### config.mk
export PLATFORM = sky130hd
export DESIGN_NAME = fw_ctrl
export DESIGN_NICKNAME = d
export VERILOG_FILES = /design/src/rtl/fw_pkg.sv /design/src/rtl/fw_cfg_latch.sv /design/src/rtl/fw_unit_cnt.sv /design/src/rtl/fw_ctrl.sv
export SDC_FILE = /design/constraint.sdc
export NUM_CORES = 1
export LEC_CHECK = 0
export ABC_AREA = 1
export BUFFER_PORTS_ARGS = -buffer_cell sky130_fd_sc_hd__buf_2
export CAP_MARGIN = 30
export CORE_UTILIZATION = 53
export CTS_CLUSTER_DIAMETER = 100
export DETAILED_ROUTE_END_ITERATION = 16
export PLACE_DENSITY_LB_ADDON = 0.15
export SETUP_SLACK_MARGIN = 0.02
export SLEW_MARGIN = 20
export SYNTH_ARGS = -nofsm -noshare
export SYNTH_HDL_FRONTEND = slang
export SYNTH_SLANG_ARGS = --single-unit
### constraint.sdc
create_clock -name clk -period 2.4 [get_ports clk]
set_input_delay 0.6 -clock clk [delete_from_list [all_inputs] [get_ports clk]]
set_output_delay 0.6 -clock clk [all_outputs]
set_load 0.05 [all_outputs]
### src/rtl/fw_pkg.sv
package fw_pkg;

    typedef enum logic [1:0] {
        FW_DONE = 2'd0,
        FW_WAIT = 2'd1,
        FW_UNIT = 2'd2,
        FW_LAST = 2'd3
    } fw_state_e;

    localparam int LEN_W = 6;

    // unit-size code to slot count: 0 -> 8, 1 -> 16, otherwise 32
    function automatic logic [LEN_W-1:0] unit_len(input logic [1:0] code);
        unique case (code)
            2'd0:    return LEN_W'(8);
            2'd1:    return LEN_W'(16);
            default: return LEN_W'(32);
        endcase
    endfunction

endpackage

### src/rtl/fw_cfg_latch.sv
module fw_cfg_latch #(
    parameter int SLOT_W    = 8,
    parameter int MIN_START = 8'h18,
    parameter int MAX_STOP  = 8'hD8
) (
    input  logic                     clk,
    input  logic                     rst_n,
    input  logic                     load,
    input  logic [SLOT_W-1:0]        start_in,
    input  logic [SLOT_W-1:0]        stop_in,
    input  logic [1:0]               code_in,
    output logic [SLOT_W-1:0]        start_q,
    output logic [SLOT_W-1:0]        stop_q,
    output logic [fw_pkg::LEN_W-1:0] len_q
);
    localparam logic [SLOT_W-1:0] START_FLOOR = SLOT_W'(MIN_START);
    localparam logic [SLOT_W-1:0] STOP_CEIL   = SLOT_W'(MAX_STOP);

    logic [SLOT_W-1:0] start_c, stop_c;

    always_comb begin
        start_c = (start_in < START_FLOOR) ? START_FLOOR : start_in;
        stop_c  = (stop_in > STOP_CEIL) ? STOP_CEIL : stop_in;
    end

    always_ff @(posedge clk or negedge rst_n) begin
        if (!rst_n) begin
            start_q <= START_FLOOR;
            stop_q  <= START_FLOOR;
            len_q   <= fw_pkg::unit_len(2'd0);
        end else if (load) begin
            start_q <= start_c;
            stop_q  <= stop_c;
            len_q   <= fw_pkg::unit_len(code_in);
        end
    end
endmodule

### src/rtl/fw_unit_cnt.sv
module fw_unit_cnt #(
    parameter int CNT_W = 6
) (
    input  logic             clk,
    input  logic             rst_n,
    input  logic             ld,
    input  logic [CNT_W-1:0] ld_val,
    input  logic             inc,
    output logic [CNT_W-1:0] cnt_q
);
    always_ff @(posedge clk or negedge rst_n) begin
        if (!rst_n)   cnt_q <= '0;
        else if (ld)  cnt_q <= ld_val;
        else if (inc) cnt_q <= cnt_q + CNT_W'(1);
    end
endmodule

### src/rtl/fw_ctrl.sv
module fw_ctrl #(
    parameter int SLOT_W     = 8,
    parameter int LINE_SLOTS = 226,
    parameter int MIN_START  = 8'h18,
    parameter int MAX_STOP   = 8'hD8,
    parameter int DATA_SLOTS = 8
) (
    input  logic              clk,
    input  logic              rst_n,
    input  logic [SLOT_W-1:0] slot_pos,
    input  logic [SLOT_W-1:0] cfg_first,
    input  logic [SLOT_W-1:0] cfg_last,
    input  logic [1:0]        cfg_unit,
    output logic              fetch_run,
    output logic              fetch_slot_en
);
    import fw_pkg::*;

    localparam int W9 = SLOT_W + 1;
    localparam logic [LEN_W-1:0]  DATA_N    = LEN_W'(DATA_SLOTS);
    localparam logic [SLOT_W-1:0] LINE_END  = SLOT_W'(LINE_SLOTS);
    localparam logic [SLOT_W-1:0] FLOOR_POS = SLOT_W'(MIN_START);
    localparam logic [SLOT_W-1:0] CEIL_POS  = SLOT_W'(MAX_STOP);

    fw_state_e         state_q, state_d;
    logic              run_d, en_d;
    logic              cfg_load, cnt_ld, cnt_inc;
    logic [LEN_W-1:0]  cnt_ld_val, cnt_q, len_q;
    logic [SLOT_W-1:0] start_q, stop_q, seen_pos_q;
    logic [W9-1:0]     pos9, stop9, len9;

    fw_cfg_latch #(
        .SLOT_W(SLOT_W), .MIN_START(MIN_START), .MAX_STOP(MAX_STOP)
    ) cfg_i (
        .clk(clk), .rst_n(rst_n), .load(cfg_load),
        .start_in(cfg_first), .stop_in(cfg_last), .code_in(cfg_unit),
        .start_q(start_q), .stop_q(stop_q), .len_q(len_q)
    );

    fw_unit_cnt #(.CNT_W(LEN_W)) cnt_i (
        .clk(clk), .rst_n(rst_n), .ld(cnt_ld), .ld_val(cnt_ld_val),
        .inc(cnt_inc), .cnt_q(cnt_q)
    );

    assign pos9  = W9'(slot_pos);
    assign stop9 = W9'(stop_q);
    assign len9  = W9'(len_q);

    // next state and next outputs for the slot being sampled
    always_comb begin
        state_d    = state_q;
        run_d      = 1'b0;
        en_d       = 1'b0;
        cfg_load   = 1'b0;
        cnt_ld     = 1'b0;
        cnt_ld_val = '0;
        cnt_inc    = 1'b0;
        if (slot_pos == '0) begin
            cfg_load = 1'b1;
            state_d  = FW_WAIT;
        end else begin
            unique case (state_q)
                FW_DONE: ;
                FW_WAIT: begin
                    if (slot_pos == start_q && start_q <= stop_q) begin
                        run_d      = 1'b1;
                        en_d       = 1'b1;
                        cnt_ld     = 1'b1;
                        cnt_ld_val = LEN_W'(1);
                        state_d    = (pos9 + len9 > stop9) ? FW_LAST : FW_UNIT;
                    end
                end
                FW_UNIT: begin
                    run_d = 1'b1;
                    en_d  = (cnt_q < DATA_N);
                    if (cnt_q == len_q - LEN_W'(1)) begin
                        cnt_ld  = 1'b1;
                        state_d = (pos9 + W9'(1) + len9 > stop9) ? FW_LAST : FW_UNIT;
                    end else begin
                        cnt_inc = 1'b1;
                    end
                end
                FW_LAST: begin
                    run_d = 1'b1;
                    en_d  = 1'b1;
                    if (cnt_q == DATA_N - LEN_W'(1)) state_d = FW_DONE;
                    else                            cnt_inc = 1'b1;
                end
            endcase
        end
    end

    // state register
    always_ff @(posedge clk or negedge rst_n) begin
        if (!rst_n) begin
            state_q    <= FW_DONE;
            seen_pos_q <= '0;
        end else begin
            state_q    <= state_d;
            seen_pos_q <= slot_pos;
        end
    end

    // output register
    always_ff @(posedge clk or negedge rst_n) begin
        if (!rst_n) begin
            fetch_run     <= 1'b0;
            fetch_slot_en <= 1'b0;
        end else begin
            fetch_run     <= run_d;
            fetch_slot_en <= en_d;
        end
    end

    AST_RUN_WITHIN_LINE: assert property (@(posedge clk) disable iff (!rst_n)
        fetch_run |-> (seen_pos_q < LINE_END));
    AST_NO_EARLY_RUN: assert property (@(posedge clk) disable iff (!rst_n)
        fetch_run |-> (seen_pos_q >= FLOOR_POS));
    AST_FIRST_UNIT_BOUND: assert property (@(posedge clk) disable iff (!rst_n)
        $rose(fetch_run) |-> (seen_pos_q <= CEIL_POS));
    AST_EN_NEEDS_RUN: assert property (@(posedge clk) disable iff (!rst_n)
        fetch_slot_en |-> fetch_run);
    AST_LINE_START_IDLE: assert property (@(posedge clk) disable iff (!rst_n)
        (slot_pos == '0) |=> (!fetch_run && !fetch_slot_en));
endmodule

==> results by group <==
Detailed routing
  • Final WL: ~5800 um
  • DRC: 3
  • Via density: about 5.1
  • ANT nets after route: 0
  • Initial DRT Pass Iterations: 11
  • Wire per inst: between 10 and 15 um
  • Number of DRC markers in iteration 0: about 160
  • Vias: between 2000 and 2500

Logic synthesis
  • Syn nets: between 400 and 500
  • Leading area contributor after synthesis: dfrtp_1
  • Netlist cell types: 31
  • Synth warnings: 0
  • Avg Inst Size Synth: ~7.2 sq um
  • Mapped Area: approximately 2500 sq um
  • Cells after synthesis: 355
  • Top cells by area in the synthesized netlist: dfrtp_1, ha_1, nand2_1, inv_1, xor2_1
  • Top-area cell type share of the netlist area: around a quarter
  • Post-synthesis sequential area ratio: 28.7%
  • Register bit count reported by yosys: 29

Critical path
  • WP buf/inv: 4
  • Worst path slowest cell: dfstp_2
  • Delay of the slowest critical-path stage: 0.57 ns
  • CP max FO: 3
  • Worst Path Required: 2.57 ns
  • Crit path cell chain: ha_4 -> inv_2 -> fa_2 -> nor2_2 -> o21ai_1 -> xor2_1 -> inv_1 -> buf_4 -> ha_1 -> inv_1 -> nor2_1 -> a31oi_1 -> a21oi_1 -> nand2_1 -> nand2_1 -> nand2_1
  • Worst Path Arrival: 2.90 ns
  • CP startpoint kind: flop
  • CP endpoint kind: flop
  • CP Class: flop to flop
  • Critical path's most frequent cell: nand2_1
  • Crit path max-delay family: adder cells

Outcome
  • Status: finished with violations
  • Failing checks: design-rule violations, negative setup slack

CTS
  • Clock-pin slew of the registers on the worst-case setup and hold paths: approximately 0.06 ns
  • CTS Root Cell: clkbuf_8
  • TritonCTS clock tree: yes
  • CTS Sinks: 29
  • Hold_buf cts: 0
  • Worst skew pair latency: approximately 0.28 ns
  • Clock H-tree levels: 2
  • Clock buffer count from CTS: 5
  • CTS max path bufs: 2

GRT
  • Total GRT Usage: ~25%
  • Largest net degree at the start of global routing: 30
  • Initial antenna violation count: 0
  • First-pass GRT wire length: about 9900 um
  • Gr ovfl total: 0
  • Number of global-route vias before repair: roughly 2200

Flow run
  • Max-Cap Viols: 0

Placed design
  • Final Wtd Congestion: around 0.95
  • Post-DP HPWL: about 4700 um
  • Pre-CTS WS: -0.348 ns
  • I/O Buffers: 29
  • Post-place instance area: 2870 sq um

Cells and area
  • Share of post-route cells with drive strength above 1: between 10% and 20%
  • Ant. Diodes: 0
  • Util after Layout: between 60% and 70%
  • Synth-to-Final Area Change: 18.2%
  • Fin nets: 472
  • Fillers: about 410
  • Design area: approximately 3000 sq um

STA
  • Fin crit period: ~2.7 ns
  • Final Max Slew Viols: 0
  • Max frequency: 366 MHz
  • Final hold viol count: 0
  • Period utilization: 114%
  • Worst clock skew: between 0.005 and 0.006 ns
  • Unrepaired setup endpoints after global routing: true
  • Endpoints failing setup: 1
  • Setup WS post-layout: -0.332 ns
  • TNS Setup: -0.332 ns
  • Slew headroom: ~57%
  • Worst Tran Pin Value: 0.645 ns

Floorplanning
  • Die area: 5090 sq um
  • # rows: 24
  • Starting Density: 57.0%
  • Core Box Area: 4470 sq um
  • Ports: 30
  • Die W: about 71 um
  • Die extent in y: approximately 71 um

Power and ir drop
  • VDD IR max: roughly 0.00050 V
  • PD cells: just over 700 nW/um^2
  • Leakage power: between 1.5 and 2 nW

Worst hold path
  • Hold WC Path Type: primary input to async pin
cells by family after synthesis:
| group | after synthesis | share of synthesized area, % |
|---|---|---|
| and+or+nand+nor | 168 | 28.0 |
| adders and majority gates | 36 | 18.0 |
| DFF | 29 | 28.7 |
| buffers and inverters | 64 | 10.4 |
| AOI/OAI and AO/OA | 42 | 9.43 |
| xor gates and xnor gates | 16 | 5.50 |
flip-flops by register name, indices dropped and copies added (netlist names):
signal,flops
cfg_i.len_q,3
cfg_i.start_q,8
cfg_i.stop_q,8
cnt_i.cnt_q,6
fetch_run,1
fetch_slot_en,1
state_q,2
per-layer routing:
layer	up-vias	share of wire [%]	track usage, %
met4	0	1.2	8.67
li1	1234	-	-
met2	71	43	37.6
met1	1061	50	36.1
met3	8	6.1	5.06
met5	-	0	0
cell usage after synthesis:
| cell type | number |
|---|---|
| a21o_1 | 3 |
| a21oi_1 | 13 |
| a221oi_1 | 1 |
| a22oi_1 | 1 |
| a22oi_2 | 1 |
| a31oi_1 | 3 |
| and3_1 | 2 |
| buf_2 | 2 |
| buf_6 | 3 |
| clkbuf_1 | 1 |
| dfrtp_1 | 24 |
| dfstp_2 | 5 |
| fa_1 | 1 |
| ha_1 | 35 |
| inv_1 | 55 |
| inv_2 | 3 |
| nand2_1 | 97 |
| nand2_2 | 1 |
| nand3_1 | 24 |
| nand3b_1 | 2 |
| nand4_1 | 6 |
| nor2_1 | 31 |
| nor2_2 | 2 |
| nor3_4 | 1 |
| o21ai_0 | 16 |
| o21ai_1 | 2 |
| o21ai_2 | 1 |
| o22ai_1 | 1 |
| or2_1 | 1 |
| or2_2 | 1 |
| xor2_1 | 16 |
through the flow:
step	power [mW]	std cells	hold slack [ns]
after floorplan	1.47	355	0.304
after CTS	2.18	459	0.360
after global placement	1.69	451	0.474
after detailed placement	1.72	451	0.477
final	2.19	461	0.344
after global routing	2.39	461	0.393
worst paths after layout:
path	start	to	slack (ns)	depth (start not counted)
max	cfg_i.len_q[3]$_DFFE_PN1P_	state_q[0]$_DFFE_PN0P_	-0.33	16
min	rst_n	cfg_i.stop_q[1]$_DFFE_PN0P_	0.34	1
max reg2reg	cfg_i.len_q[3]$_DFFE_PN1P_	state_q[0]$_DFFE_PN0P_	-0.33	16
min reg2reg	cfg_i.start_q[3]$_DFFE_PN1P_	cfg_i.start_q[3]$_DFFE_PN1P_	0.49	2
max in group asynchronous	rst_n	cfg_i.start_q[5]$_DFFE_PN0P_	1.63	1
min in group clk	cfg_i.start_q[3]$_DFFE_PN1P_	cfg_i.start_q[3]$_DFFE_PN1P_	0.49	2
what timing repair did:
| item | in CTS | in global routing |
|---|---|---|
| gates resized for setup | 0 | 6 |
| pin swaps | 0 | 4 |
| setup buffers | 0 | 2 |
| endpoints found under the setup margin | 1 | 1 |
area by class of cell:
class	instances	area (sq um)	share of cell area, %
multi-input cells	262	1580	52.4
flip-flops and latches	29	732	24.3
repair buffers	52	318	10.5
inverters	58	218	7.23
clock buffers	7	96.3	3.20
well taps	52	65.1	2.16
clock inverters	1	5.00	0.166
power breakdown:
group | switching, mW | leakage, nW | internal [mW]
Sequential | 0.0916 | 0.333 | 0.605
Clock | 0.183 | 0.0542 | 0.259
Combinational | 0.639 | 1.36 | 0.413
Total | 0.914 | 1.75 | 1.28
layout by cell type, fill, tap and decap left out, drive strengths merged:
cell,count
nand2,98
inv,58
buf,52
ha,35
nor2,33
nand3,24
dfrtp,24
o21ai,19
xor2,16
a21oi,13
clkbuf,7
nand4,6
dfstp,5
a21o,3
a31oi,3
nand3b,2
or2,2
and3,2
a22oi,2
a221oi,1
nor3,1
o22ai,1
fa,1
clkinv,1
Note: power is estimated with default switching activity, not from simulation.
